**config.mk**
```make
export PLATFORM = sky130hd
export DESIGN_NAME = i2c_eeprom_target
export DESIGN_NICKNAME = d
export VERILOG_FILES = /design/src/rtl/eep_pkg.sv /design/src/rtl/eep_sync.sv /design/src/rtl/eep_busy_timer.sv /design/src/rtl/eep_array.sv /design/src/rtl/eep_ctrl.sv /design/src/rtl/i2c_eeprom_target.sv
export SDC_FILE = /design/constraint.sdc
export NUM_CORES = 2
export LEC_CHECK = 0
export BUFFER_PORTS_ARGS = -buffer_cell sky130_fd_sc_hd__buf_4
export CAP_MARGIN = 15
export CORE_ASPECT_RATIO = 1.4
export CORE_UTILIZATION = 30
export CTS_CLUSTER_DIAMETER = 50
export DETAILED_ROUTE_END_ITERATION = 10
export GPL_TIMING_DRIVEN = 0
export PLACE_DENSITY = 0.42
export SYNTH_ARGS = -nofsm -noshare
export SYNTH_HDL_FRONTEND = slang
export SYNTH_SLANG_ARGS = --single-unit
```
**constraint.sdc**
```tcl
create_clock -name clk -period 8.7 [get_ports clk]
set_clock_uncertainty 0.1 [all_clocks]
set_input_delay 0.87 -clock clk [delete_from_list [all_inputs] [get_ports clk]]
set_output_delay 0.87 -clock clk [all_outputs]
set_load 0.01 [all_outputs]
```
**src/rtl/eep_pkg.sv**
```systemverilog
// Package: shared constants and the protocol state type for the EEPROM target.
// Assumes a 7-bit device address whose upper nibble is a fixed family code.
package eep_pkg;

    localparam logic [3:0] DEV_CODE = 4'b1010;

    typedef enum logic [2:0] {
        ST_IDLE,   // bus free, waiting for START
        ST_DEV,    // shifting in the device address byte
        ST_WORD,   // shifting in the word address byte
        ST_WDATA,  // shifting in a write data byte
        ST_ACK,    // target drives ACK for one SCL clock
        ST_RD,     // target shifts a read byte out
        ST_RDACK,  // master answers ACK/NACK to a read byte
        ST_WAIT    // transaction not ours or ended; wait for START/STOP
    } bus_state_t;

endpackage

```
**src/rtl/eep_sync.sv**
```systemverilog
// Module: eep_sync
// Resynchronises SCL and SDA into clk with two flops each and derives
// SCL edges plus START/STOP events. Assumes SCL phases last several clks.
module eep_sync (
    input  logic clk,
    input  logic rst_n,
    input  logic scl_in,
    input  logic sda_in,
    output logic scl_s,
    output logic sda_s,
    output logic scl_rise,
    output logic scl_fall,
    output logic start_det,
    output logic stop_det
);
    logic scl_m, sda_m;
    logic scl_d, sda_d;

    // Two-stage synchronisers plus a delayed copy for edge detection; idle bus is high.
    always_ff @(posedge clk) begin
        if (!rst_n) begin
            scl_m <= 1'b1;
            sda_m <= 1'b1;
            scl_s <= 1'b1;
            sda_s <= 1'b1;
            scl_d <= 1'b1;
            sda_d <= 1'b1;
        end else begin
            scl_m <= scl_in;
            sda_m <= sda_in;
            scl_s <= scl_m;
            sda_s <= sda_m;
            scl_d <= scl_s;
            sda_d <= sda_s;
        end
    end

    // Edge and bus-condition decode from current and delayed synchronised levels.
    always_comb begin
        scl_rise  = scl_s & ~scl_d;
        scl_fall  = ~scl_s & scl_d;
        start_det = scl_s & scl_d & sda_d & ~sda_s;
        stop_det  = scl_s & scl_d & ~sda_d & sda_s;
    end

endmodule

```
**src/rtl/eep_busy_timer.sv**
```systemverilog
// Module: eep_busy_timer
// Counts the internal erase/write busy window in tick_en pulses.
// Assumes start is a single-cycle pulse issued only when no window is running.
module eep_busy_timer #(
    parameter int BUSY_TICKS = 16
) (
    input  logic clk,
    input  logic rst_n,
    input  logic start,
    input  logic tick_en,
    output logic busy
);
    localparam int CNT_W = $clog2(BUSY_TICKS + 1);

    logic [CNT_W-1:0] cnt;

    // Load on start, count down one per enabled tick while non-zero.
    always_ff @(posedge clk) begin
        if (!rst_n) begin
            cnt <= '0;
        end else if (start) begin
            cnt <= CNT_W'(BUSY_TICKS);
        end else if (tick_en && cnt != '0) begin
            cnt <= cnt - 1'b1;
        end
    end

    assign busy = (cnt != '0);

    assert_busy_after_start_R9: assert property (@(posedge clk) disable iff (!rst_n)
        start |=> busy);

    assert_busy_countdown_R9: assert property (@(posedge clk) disable iff (!rst_n)
        (busy && tick_en && !start) |=> (cnt == $past(cnt) - 1'b1));

    assert_busy_holds_R9: assert property (@(posedge clk) disable iff (!rst_n)
        (busy && !tick_en && !start) |=> busy);

endmodule

```
**src/rtl/eep_array.sv**
```systemverilog
// Module: eep_array
// Flop-based storage with one registered write port and one combinational
// read port. Contents are not reset, modelling retained data.
module eep_array #(
    parameter int DEPTH = 512,
    parameter int WIDTH = 8
) (
    input  logic                     clk,
    input  logic                     we,
    input  logic [$clog2(DEPTH)-1:0] waddr,
    input  logic [WIDTH-1:0]         wdata,
    input  logic [$clog2(DEPTH)-1:0] raddr,
    output logic [WIDTH-1:0]         rdata
);
    logic [WIDTH-1:0] mem [DEPTH];

    // Store one byte when the controller commits a write.
    always_ff @(posedge clk) begin
        if (we) begin
            mem[waddr] <= wdata;
        end
    end

    assign rdata = mem[raddr];

endmodule

```
**src/rtl/eep_ctrl.sv**
```systemverilog
// Module: eep_ctrl
// Bus protocol engine: address decode, word address, page writes with
// in-page wrap, write-protect refusal, sequential reads and ACK drive.
// Assumes synchronised bus signals and single-cycle edge/condition strobes.
module eep_ctrl
    import eep_pkg::*;
#(
    parameter int ADDR_W = 9,
    parameter int PAGE_W = 3
) (
    input  logic              clk,
    input  logic              rst_n,
    input  logic              scl_s,
    input  logic              sda_s,
    input  logic              scl_rise,
    input  logic              scl_fall,
    input  logic              start_det,
    input  logic              stop_det,
    input  logic              strap_a1,
    input  logic              strap_a2,
    input  logic              wr_protect,
    input  logic              busy,
    input  logic [7:0]        rd_data,
    output logic [ADDR_W-1:0] rd_addr,
    output logic              mem_we,
    output logic [ADDR_W-1:0] mem_waddr,
    output logic [7:0]        mem_wdata,
    output logic              busy_start,
    output logic              sda_oe
);
    localparam int WORD_W = ADDR_W - 1;

    bus_state_t        state, after_ack;
    logic [3:0]        bitcnt;
    logic [7:0]        shreg;
    logic [ADDR_W-1:0] ptr;
    logic              wrote;
    logic              master_ack;
    logic              addr_hit;
    logic              wp_block;

    // Device address match against family code, straps and busy window.
    always_comb begin
        addr_hit = (shreg[7:4] == DEV_CODE) && (shreg[3] == strap_a2)
                && (shreg[2] == strap_a1) && !busy;
        wp_block = wr_protect && ptr[ADDR_W-1];
    end

    assign rd_addr = ptr;

    // Protocol sequencer: shifts bits, decides ACKs, moves the location pointer.
    always_ff @(posedge clk) begin
        if (!rst_n) begin
            state      <= ST_IDLE;
            after_ack  <= ST_IDLE;
            bitcnt     <= '0;
            shreg      <= '0;
            ptr        <= '0;
            wrote      <= 1'b0;
            master_ack <= 1'b0;
            mem_we     <= 1'b0;
            mem_waddr  <= '0;
            mem_wdata  <= '0;
            busy_start <= 1'b0;
            sda_oe     <= 1'b0;
        end else begin
            mem_we     <= 1'b0;
            busy_start <= 1'b0;
            if (start_det) begin
                state  <= ST_DEV;
                bitcnt <= '0;
                sda_oe <= 1'b0;
            end else if (stop_det) begin
                state  <= ST_IDLE;
                sda_oe <= 1'b0;
                if (wrote) begin
                    busy_start <= 1'b1;
                    wrote      <= 1'b0;
                end
            end else begin
                case (state)
                    ST_DEV, ST_WORD, ST_WDATA: begin
                        if (scl_rise && bitcnt != 4'd8) begin
                            shreg  <= {shreg[6:0], sda_s};
                            bitcnt <= bitcnt + 1'b1;
                        end else if (scl_fall && bitcnt == 4'd8) begin
                            if (state == ST_DEV) begin
                                if (addr_hit) begin
                                    sda_oe          <= 1'b1;
                                    ptr[ADDR_W-1]   <= shreg[1];
                                    after_ack       <= shreg[0] ? ST_RD : ST_WORD;
                                    state           <= ST_ACK;
                                end else begin
                                    state <= ST_WAIT;
                                end
                            end else if (state == ST_WORD) begin
                                sda_oe           <= 1'b1;
                                ptr[WORD_W-1:0]  <= shreg[WORD_W-1:0];
                                after_ack        <= ST_WDATA;
                                state            <= ST_ACK;
                            end else if (wp_block) begin
                                state <= ST_WAIT;
                            end else begin
                                sda_oe            <= 1'b1;
                                mem_we            <= 1'b1;
                                mem_waddr         <= ptr;
                                mem_wdata         <= shreg;
                                ptr[PAGE_W-1:0]   <= ptr[PAGE_W-1:0] + 1'b1;
                                wrote             <= 1'b1;
                                after_ack         <= ST_WDATA;
                                state             <= ST_ACK;
                            end
                        end
                    end
                    ST_ACK: begin
                        if (scl_fall) begin
                            bitcnt <= '0;
                            if (after_ack == ST_RD) begin
                                shreg  <= rd_data;
                                sda_oe <= ~rd_data[7];
                                ptr    <= ptr + 1'b1;
                            end else begin
                                sda_oe <= 1'b0;
                            end
                            state <= after_ack;
                        end
                    end
                    ST_RD: begin
                        if (scl_rise) begin
                            bitcnt <= bitcnt + 1'b1;
                        end else if (scl_fall) begin
                            if (bitcnt == 4'd8) begin
                                sda_oe <= 1'b0;
                                state  <= ST_RDACK;
                            end else begin
                                shreg  <= {shreg[6:0], 1'b0};
                                sda_oe <= ~shreg[6];
                            end
                        end
                    end
                    ST_RDACK: begin
                        if (scl_rise) begin
                            master_ack <= ~sda_s;
                        end else if (scl_fall) begin
                            if (master_ack) begin
                                bitcnt <= '0;
                                shreg  <= rd_data;
                                sda_oe <= ~rd_data[7];
                                ptr    <= ptr + 1'b1;
                                state  <= ST_RD;
                            end else begin
                                state <= ST_WAIT;
                            end
                        end
                    end
                    default: begin
                        sda_oe <= 1'b0;
                    end
                endcase
            end
        end
    end

    assert_release_after_stop_R10: assert property (@(posedge clk) disable iff (!rst_n)
        stop_det |=> !sda_oe);

    assert_drive_only_scl_low_R10: assert property (@(posedge clk) disable iff (!rst_n)
        ($rose(sda_oe) || $fell(sda_oe)) |-> (!scl_s || $past(stop_det) || $past(start_det)));

    assert_wp_no_store_R8: assert property (@(posedge clk) disable iff (!rst_n)
        mem_we |-> !($past(wr_protect) && mem_waddr[ADDR_W-1]));

    assert_page_wrap_R4: assert property (@(posedge clk) disable iff (!rst_n)
        mem_we |-> (ptr[ADDR_W-1:PAGE_W] == mem_waddr[ADDR_W-1:PAGE_W]
                    && ptr[PAGE_W-1:0] == mem_waddr[PAGE_W-1:0] + 1'b1));

    assert_busy_nack_R9: assert property (@(posedge clk) disable iff (!rst_n)
        (state == ST_DEV && scl_fall && bitcnt == 4'd8 && busy && !start_det && !stop_det)
        |=> (state == ST_WAIT && !sda_oe));

endmodule

```
**src/rtl/i2c_eeprom_target.sv**
```systemverilog
// Module: i2c_eeprom_target
// Top level: I2C target for a 512-byte array with strap-selected address,
// page writes, sequential reads, upper-half write protect and a busy window.
// Assumes clk runs many times faster than SCL; SDA is open-drain via sda_oe.
module i2c_eeprom_target #(
    parameter int MEM_BYTES  = 512,
    parameter int PAGE_BYTES = 8,
    parameter int BUSY_TICKS = 16
) (
    input  logic clk,
    input  logic rst_n,
    input  logic scl_in,
    input  logic sda_in,
    output logic sda_oe,
    input  logic strap_a1,
    input  logic strap_a2,
    input  logic wr_protect,
    input  logic tick_en
);
    localparam int ADDR_W = $clog2(MEM_BYTES);
    localparam int PAGE_W = $clog2(PAGE_BYTES);

    logic              scl_s, sda_s, scl_rise, scl_fall, start_det, stop_det;
    logic              busy, busy_start, mem_we;
    logic [ADDR_W-1:0] rd_addr, mem_waddr;
    logic [7:0]        rd_data, mem_wdata;

    eep_sync u_sync (
        .clk       (clk),
        .rst_n     (rst_n),
        .scl_in    (scl_in),
        .sda_in    (sda_in),
        .scl_s     (scl_s),
        .sda_s     (sda_s),
        .scl_rise  (scl_rise),
        .scl_fall  (scl_fall),
        .start_det (start_det),
        .stop_det  (stop_det)
    );

    eep_ctrl #(
        .ADDR_W (ADDR_W),
        .PAGE_W (PAGE_W)
    ) u_ctrl (
        .clk        (clk),
        .rst_n      (rst_n),
        .scl_s      (scl_s),
        .sda_s      (sda_s),
        .scl_rise   (scl_rise),
        .scl_fall   (scl_fall),
        .start_det  (start_det),
        .stop_det   (stop_det),
        .strap_a1   (strap_a1),
        .strap_a2   (strap_a2),
        .wr_protect (wr_protect),
        .busy       (busy),
        .rd_data    (rd_data),
        .rd_addr    (rd_addr),
        .mem_we     (mem_we),
        .mem_waddr  (mem_waddr),
        .mem_wdata  (mem_wdata),
        .busy_start (busy_start),
        .sda_oe     (sda_oe)
    );

    eep_busy_timer #(
        .BUSY_TICKS (BUSY_TICKS)
    ) u_timer (
        .clk     (clk),
        .rst_n   (rst_n),
        .start   (busy_start),
        .tick_en (tick_en),
        .busy    (busy)
    );

    eep_array #(
        .DEPTH (MEM_BYTES),
        .WIDTH (8)
    ) u_array (
        .clk   (clk),
        .we    (mem_we),
        .waddr (mem_waddr),
        .wdata (mem_wdata),
        .raddr (rd_addr),
        .rdata (rd_data)
    );

endmodule

```
# ---- Yosys cells after proc, flatten, opt, wreduce, memory -nomap -nowiden
# Memories as Yosys holds them, arrays and structs flattened.
# Index checks and enable logic that the tools add are counted.
dict set report word_totals {
  reg_bits 60
  ramBits 4096
  in_bits 8
  out_inout_bits 1
  word_cells 208
  mem_count 1
}
dict set report classes {
  add_sub_neg 4
  n_eq_ne 46
  mux 79
  bitwise 22
  reduce_logical 33
}
# name depth word_bits rd rd_ports_with_merged_regs wr line_no
set memory_table {}
lappend memory_table {u_array.mem 512 8 1 0 1 eep_array.sv:15} ;# logic [WIDTH-1:0] mem [DEPTH];
# cell count
set ops {}
lappend ops {{$mux W8} 10}
lappend ops {{$mux W9} 7}
lappend ops {{$mux W3} 17}
lappend ops {{$reduce_and A12 Y1} 4}
lappend ops {{$pmux W8 S4} 1}
lappend ops {{$mux W1} 28}
lappend ops {{$pmux W9 S3} 1}
lappend ops {{$ne A2 B1 Y1 const B} 13}
lappend ops {{$mux W4} 6}
lappend ops {{$ne A4 B3 Y1 const B} 5}
lappend ops {{$ne A4 B4 Y1 const B} 5}
lappend ops {{$ne A2 B2 Y1 const B} 9}
lappend ops {{$reduce_and A9 Y1} 2}
lappend ops {{$pmux W4 S4} 1}
lappend ops {{$reduce_and A8 Y1} 2}
lappend ops {{$mux W5} 3}
lappend ops {{$not A1 Y1} 15}
lappend ops {{$reduce_and A7 Y1} 2}
lappend ops {{$eq A3 B3 Y1 const B} 4}
lappend ops {{$pmux W3 S4} 1}
lappend ops {{$reduce_and A10 Y1} 1}
lappend ops {{$add A9 B1 Y9 const B} 1}
lappend ops {{$reduce_or A3 Y1} 3}
lappend ops {{$eq A4 B4 Y1 const B} 2}
lappend ops {{21 further kinds} 41}

# ---- Depth between registers and ports, before layout
dict set report logic_depth {
  word_depth 11
  depth_mapped 16
  depth_no_buf 10
}

# ---- Cells and area by module
# From an unflattened synthesis, not the netlist that was laid out.
dict set report hier_totals {
  hier_cells 8372
  hier_area_um2 162875.0
}
# module n_inst cells_per_inst area_per_inst_um2 seq_area_each_um2
set modules_own_cells {}
lappend modules_own_cells {eep_array 1 8022 159767.0 122998.0}
lappend modules_own_cells {eep_ctrl 1 307 2656.3 980.9}
lappend modules_own_cells {eep_busy_timer 1 27 261.5 100.1}
lappend modules_own_cells {eep_sync 1 16 190.2 120.1}

# ---- Worst setup path after synthesis
# Ideal clock, no wire load.
dict set report synth_timing {
  path_kind {reg-to-reg}
  start {reg u_ctrl.mem_wdata[0]}
  end {mem u_array.mem[0][0], data pin}
  arrival_ps 6514
  slack_ps 577
  path_stages_with_launch 1
  cell_sequence {dfxtp_1}
}
# item line_no
set synth_lines {}
lappend synth_lines {{start, declared} eep_ctrl.sv:27} ;# output logic [7:0] mem_wdata,
lappend synth_lines {{start signal, assigned} eep_ctrl.sv:107} ;# mem_wdata <= shreg;
lappend synth_lines {{end, declared} eep_array.sv:15}
# Straight into the memory's write port.

# ---- Worst setup path in the final report
dict set report layout_timing {
  start {reg u_ctrl.ptr[1] (netlist: u_ctrl.rd_addr[1])}
  end {reg u_ctrl.shreg[3]}
}
dict set report layout_via {
  elab_chain_len 5
  elab_cells_between_ends 7
}
# item line_no
set layout_lines {}
lappend layout_lines {{start, declared} eep_ctrl.sv:36} ;# logic [ADDR_W-1:0] ptr;
lappend layout_lines {{start signal, assigned by index} eep_ctrl.sv:90} ;# ptr[ADDR_W-1] <= shreg[1];
lappend layout_lines {{start signal, assigned by index} eep_ctrl.sv:98} ;# ptr[WORD_W-1:0] <= shreg[WORD_W-1:0];
lappend layout_lines {{start signal, assigned by index} eep_ctrl.sv:108} ;# ptr[PAGE_W-1:0] <= ptr[PAGE_W-1:0] + 1'b1;
lappend layout_lines {{$mem_v2 Z512 W8 *} -}
lappend layout_lines {{$mux W8} eep_ctrl.sv:145} ;# if (master_ack) begin
lappend layout_lines {{$mux W8} eep_ctrl.sv:144} ;# end else if (scl_fall) begin
lappend layout_lines {{$mux W8} eep_ctrl.sv:142} ;# if (scl_rise) begin
lappend layout_lines {{$pmux W8 S4 *} eep_ctrl.sv:81} ;# case (state)
lappend layout_lines {{end signal, assigned} eep_ctrl.sv:84} ;# shreg <= {shreg[6:0], sda_s};
lappend layout_lines {{end signal, assigned} eep_ctrl.sv:136} ;# shreg <= {shreg[6:0], 1'b0};
lappend layout_lines {{end signal, assigned} eep_ctrl.sv:147} ;# shreg <= rd_data;
lappend layout_lines {{end, declared} eep_ctrl.sv:35} ;# logic [7:0] shreg;
# Mark *: on every way between the ends. The rest lies on a longest branch, timed or not. The select of a mux whose other input is x is not followed.
# A chain may end at the register's enable or synchronous reset.

==> results.yml <==
outcome:
  status: "finished, violations left"
  violations: "setup timing"
cts:
  post-cts-setup-buffers: 0
  cts.path.max_buffers: 4
  cts-root-buf: "sky130_fd_sc_hd__clkbuf_16"
  htreeDepth: 5
  tritoncts: "done"
  cts_num_sinks: 4156
  clock_latency_ns: 1.09
  cts_buffers: 431
  worst_path_clk_slew_ns: 0.06
synth:
  synth.top_cells.by_area: "sky130_fd_sc_hd__edfxtp_1, sky130_fd_sc_hd__mux4_2, sky130_fd_sc_hd__nor2_1"
  syn-cell-area_mm2: 0.162
  synth_enable_flop_cells: 4096
  synthDominantAreaCellType: "sky130_fd_sc_hd__edfxtp_1"
  ys_async_sr_fraction_pct: 0
  synthFlopType: "sky130_fd_sc_hd__edfxtp_1"
  fraction_of_the_yosys_area_taken_by_sequential_cells_pct: 76.8
  ys_seq_elements: 4156
  yosysWarnings: 0
  syn_area_per_cell_um2: 21.4
  synth_largest_type_area_fraction_pct: 76.0
  syn-instance-count: 7575
  synth_nets: 7587
  synthDistinctLibCells: 79
setup_path:
  critPathRequiredTime_ns: 9.54
  crit_path_cell_trace: "buf_2, buf_2, buf_2, buf_2, buf_2, buf_12, buf_4, mux4_2, a221oi_1, o22ai_1, o21ai_1, nand4_1, a21oi_1, a21oi_1"
  crit_type: "flip-flop to flip-flop"
  critPathMaxFanout: 10
  critical-path-top-cell-by-count: "sky130_fd_sc_hd__buf_2"
  slowest_stage: "sky130_fd_sc_hd__buf_2"
  cp.buffers_inverters: 7
  endpoint_kind: "flip-flop"
  crit_family: "buffers and inverters"
  timing.critical_path.from_type: "flip-flop"
  critical_path_at_ns: 9.78
  cpPeakStageDelay_ns: 1.01
route:
  detailroute.via_count: 99618
  drt_pre_antenna_iters: 8
  drc_errors: 0
  drt.antenna.violating_nets: 0
  wl_per_cell_um: 58.0
  routed_wl_um: 922000
  via_per_inst: 6.27
  first_iter_violations: 18209
layout:
  regArea_mm2: 0.124
  multi_input_comb_area_mm2: 0.0349
  layout.cell_area.non_filler_mm2: 0.192
  n_fill_cell: 49601
  finish.net_count: 8315
  area_growth_pct: 18.5
  post-route-util_pct: 35.7
  final_layout_size_suffix_gt1_share_pct: 28.1
timing:
  unrepaired_setup_endpoints_after_global_routing: "no"
  period_minus_slack_ns: 8.94
  final_max_slew_viols: 0
  report.final.setup_viol: 3
  layout_worst_path_cycle_share_pct: 103
  hold_violations: 0
  max_slew_headroom_at_the_worst_pin_pct: 5.26
  measured_slew_at_the_worst_slew_check_pin_ns: 1.42
  fin_ws_ns: -0.243
  timing.fmax_mhz: 112
global_routing:
  number_of_global_route_vias_before_repair: 90408
  grt_use_total_pct: 33.3
  grt-ovfl-total: 0
  global_route_wire_length_before_repair_um: 1120000
  grt_antenna_before_repair: 157
  grt_max_degree: 93
pwr:
  power_frac_seq_pct: 51.5
  clockPowerShare_pct: 46.1
  power.switching_uw: 9400
  internal-power_uw: 32600
  cellLeakagePower_uw: 0.0469
  power_frac_comb_pct: 2.4
  peakVddDrop_uv: 189
  power_uw: 42000
  power.switching_fraction_pct: 22.4
  pwr_density_cell_mw_per_mm2: 219
floorplan:
  starting_density_pct: 30.2
  core_area_mm2: 0.536
  die_width_um: 623
  die_area_mm2: 0.542
  rows: 318
  io_pins: 9
  height_of_the_chip_um: 871
placement:
  detailed_place_hpwl_um: 650000
  placed_area_mm2: 0.177
  numPortBuffers: 8
  finalWeightedCongestion: 1.00
run:
  drv_cap: 0
worst_hold_path:
  holdCritPathClass: "primary input to flip-flop"
## worst min-delay path, stage by stage
cell                      delay, ns
sky130_fd_sc_hd__buf_4         0.11
sky130_fd_sc_hd__nand3_1       0.07
sky130_fd_sc_hd__a21oi_1       0.07
sky130_fd_sc_hd__nor2_1        0.07
## metal layers
metal | global-route usage, % | vias to the layer above | share of wire (%)
met4 | 32.2 | 24 | 11
met3 | 10.3 | 2607 | 11
li1 | - | 33471 | -
met5 | 0.237 | - | 0.041
met2 | 50.6 | 9273 | 46
met1 | 36.9 | 54243 | 33
## layout make-up
class / instances / area share (%)
antenna: 181 / 0.236
buffer: 473 / 1.59
clock buffer: 500 / 5.81
clock inverter: 293 / 1.63
inverter: 13 / 0.0255
multi-input combinational: 2933 / 18.2
sequential: 4156 / 64.8
tap: 7040 / 4.60
timing repair buffer: 295 / 3.11
## placed cells by master (no fill, tap or decap), drive strengths merged, types with 23 or more instances in the layout
master    netlist  routed
edfxtp       4096    4096
mux4         1038    1038
clkbuf        187     687
nor2          588     588
buf           286     579
mux2i         219     219
nand2         212     212
clkinv          1     185
diode           0     181
a22oi         147     147
a21oi         125     125
o21ai          65      65
dfxtp          60      60
nand3          53      53
bufinv          0      53
a221oi         53      53
inv            12      40
a22o           37      37
o22ai          33      33
nor2b          31      31
a211oi         29      29
clkinvlp        0      28
nor3           28      28
nand4          23      23
## final timing paths
check | from | slack, ns | depth (start not counted) | to
max | u_ctrl.rd_addr[1]$_SDFFE_PN0P_ | -0.24 | 14 | u_ctrl.shreg[3]$_SDFFE_PN0P_
min | tick_en | 0.05 | 4 | u_timer.cnt[4]$_SDFFE_PN0P_
max reg2reg | u_ctrl.rd_addr[1]$_SDFFE_PN0P_ | -0.24 | 14 | u_ctrl.shreg[3]$_SDFFE_PN0P_
min reg2reg | u_sync.scl_m$_SDFF_PN1_ | 0.32 | 1 | u_sync.scl_s$_SDFF_PN1_
## power by group through the flow
stage | logic [µW] | clock network (µW) | registers (µW)
4_1_cts | 962 | 19300 | 21600
5_1_grt | 952 | 20000 | 21600
3_3_place_gp | 930 | 0 | 22100
6_report | 1000 | 19400 | 21600
2_1_floorplan | 323 | 0 | 22100
3_5_place_dp | 961 | 0 | 22100
## registers in the layout, indices dropped and copies added (netlist names), 3 cells and up
signal and flops:
u_timer.cnt 5, u_ctrl.bitcnt 4, u_ctrl.rd_addr 9, u_ctrl.mem_wdata 8
u_ctrl.shreg 8, u_ctrl.state 3, u_array.mem 4096, u_ctrl.after_ack 3
u_ctrl.mem_waddr 9
## cell families (layout without fill, tap and decap cells)
| logic type | Yosys count | count (layout) | synth area share [%] |
|---|---|---|---|
| muxes | 1270 | 1270 | 16.0 |
| xor gates and xnor gates | 6 | 6 | 0.0325 |
| and+or+nand+nor | 1038 | 1038 | 2.77 |
| DFF | 4156 | 4156 | 76.8 |
| AOI/OAI and AO/OA | 615 | 615 | 2.66 |
| buffers and inverters | 486 | 1574 | 1.75 |
| other | 0 | 181 | 0 |
| adders and majority gates | 4 | 4 | 0.0309 |
## synthesized netlist by cell type, types with 21 or more instances
| cell | count |
|---|---|
| sky130_fd_sc_hd__o21ai_0 | 65 |
| sky130_fd_sc_hd__a221oi_1 | 53 |
| sky130_fd_sc_hd__nand4_1 | 23 |
| sky130_fd_sc_hd__nand2_1 | 212 |
| sky130_fd_sc_hd__dfxtp_1 | 60 |
| sky130_fd_sc_hd__nor2b_1 | 31 |
| sky130_fd_sc_hd__edfxtp_1 | 4096 |
| sky130_fd_sc_hd__o22ai_1 | 33 |
| sky130_fd_sc_hd__nor3_1 | 28 |
| sky130_fd_sc_hd__nor2_1 | 588 |
| sky130_fd_sc_hd__buf_6 | 47 |
| sky130_fd_sc_hd__nand2b_1 | 21 |
| sky130_fd_sc_hd__nand3_1 | 53 |
| sky130_fd_sc_hd__buf_4 | 46 |
| sky130_fd_sc_hd__buf_2 | 136 |
| sky130_fd_sc_hd__a211oi_1 | 28 |
| sky130_fd_sc_hd__mux4_1 | 32 |
| sky130_fd_sc_hd__a21oi_1 | 125 |
| sky130_fd_sc_hd__clkbuf_1 | 173 |
| sky130_fd_sc_hd__a22oi_1 | 147 |
| sky130_fd_sc_hd__mux4_2 | 1006 |
| sky130_fd_sc_hd__a22o_1 | 37 |
| sky130_fd_sc_hd__buf_1 | 43 |
| sky130_fd_sc_hd__mux2i_1 | 219 |
## through the flow
step	instances	hold slack [ns]	setup WS (ns)	TNS (ns)
after detailed placement	14903	0.299	-0.268	-0.299
after floorplan	7575	0.286	0.577	0
after global placement	14623	0.300	-8.83	-
final	15884	0.0486	-0.243	-0.311
after CTS	15698	0.0130	0.129	0
after global routing	15729	0.0872	0.278	0
## what timing repair did
action,in CTS,in global routing
hold endpoints to repair,2,0
resized for setup,1,0
hold buffers,2,0
setup endpoints to repair,2,0
Note: power is estimated with default switching activity, not from simulation.
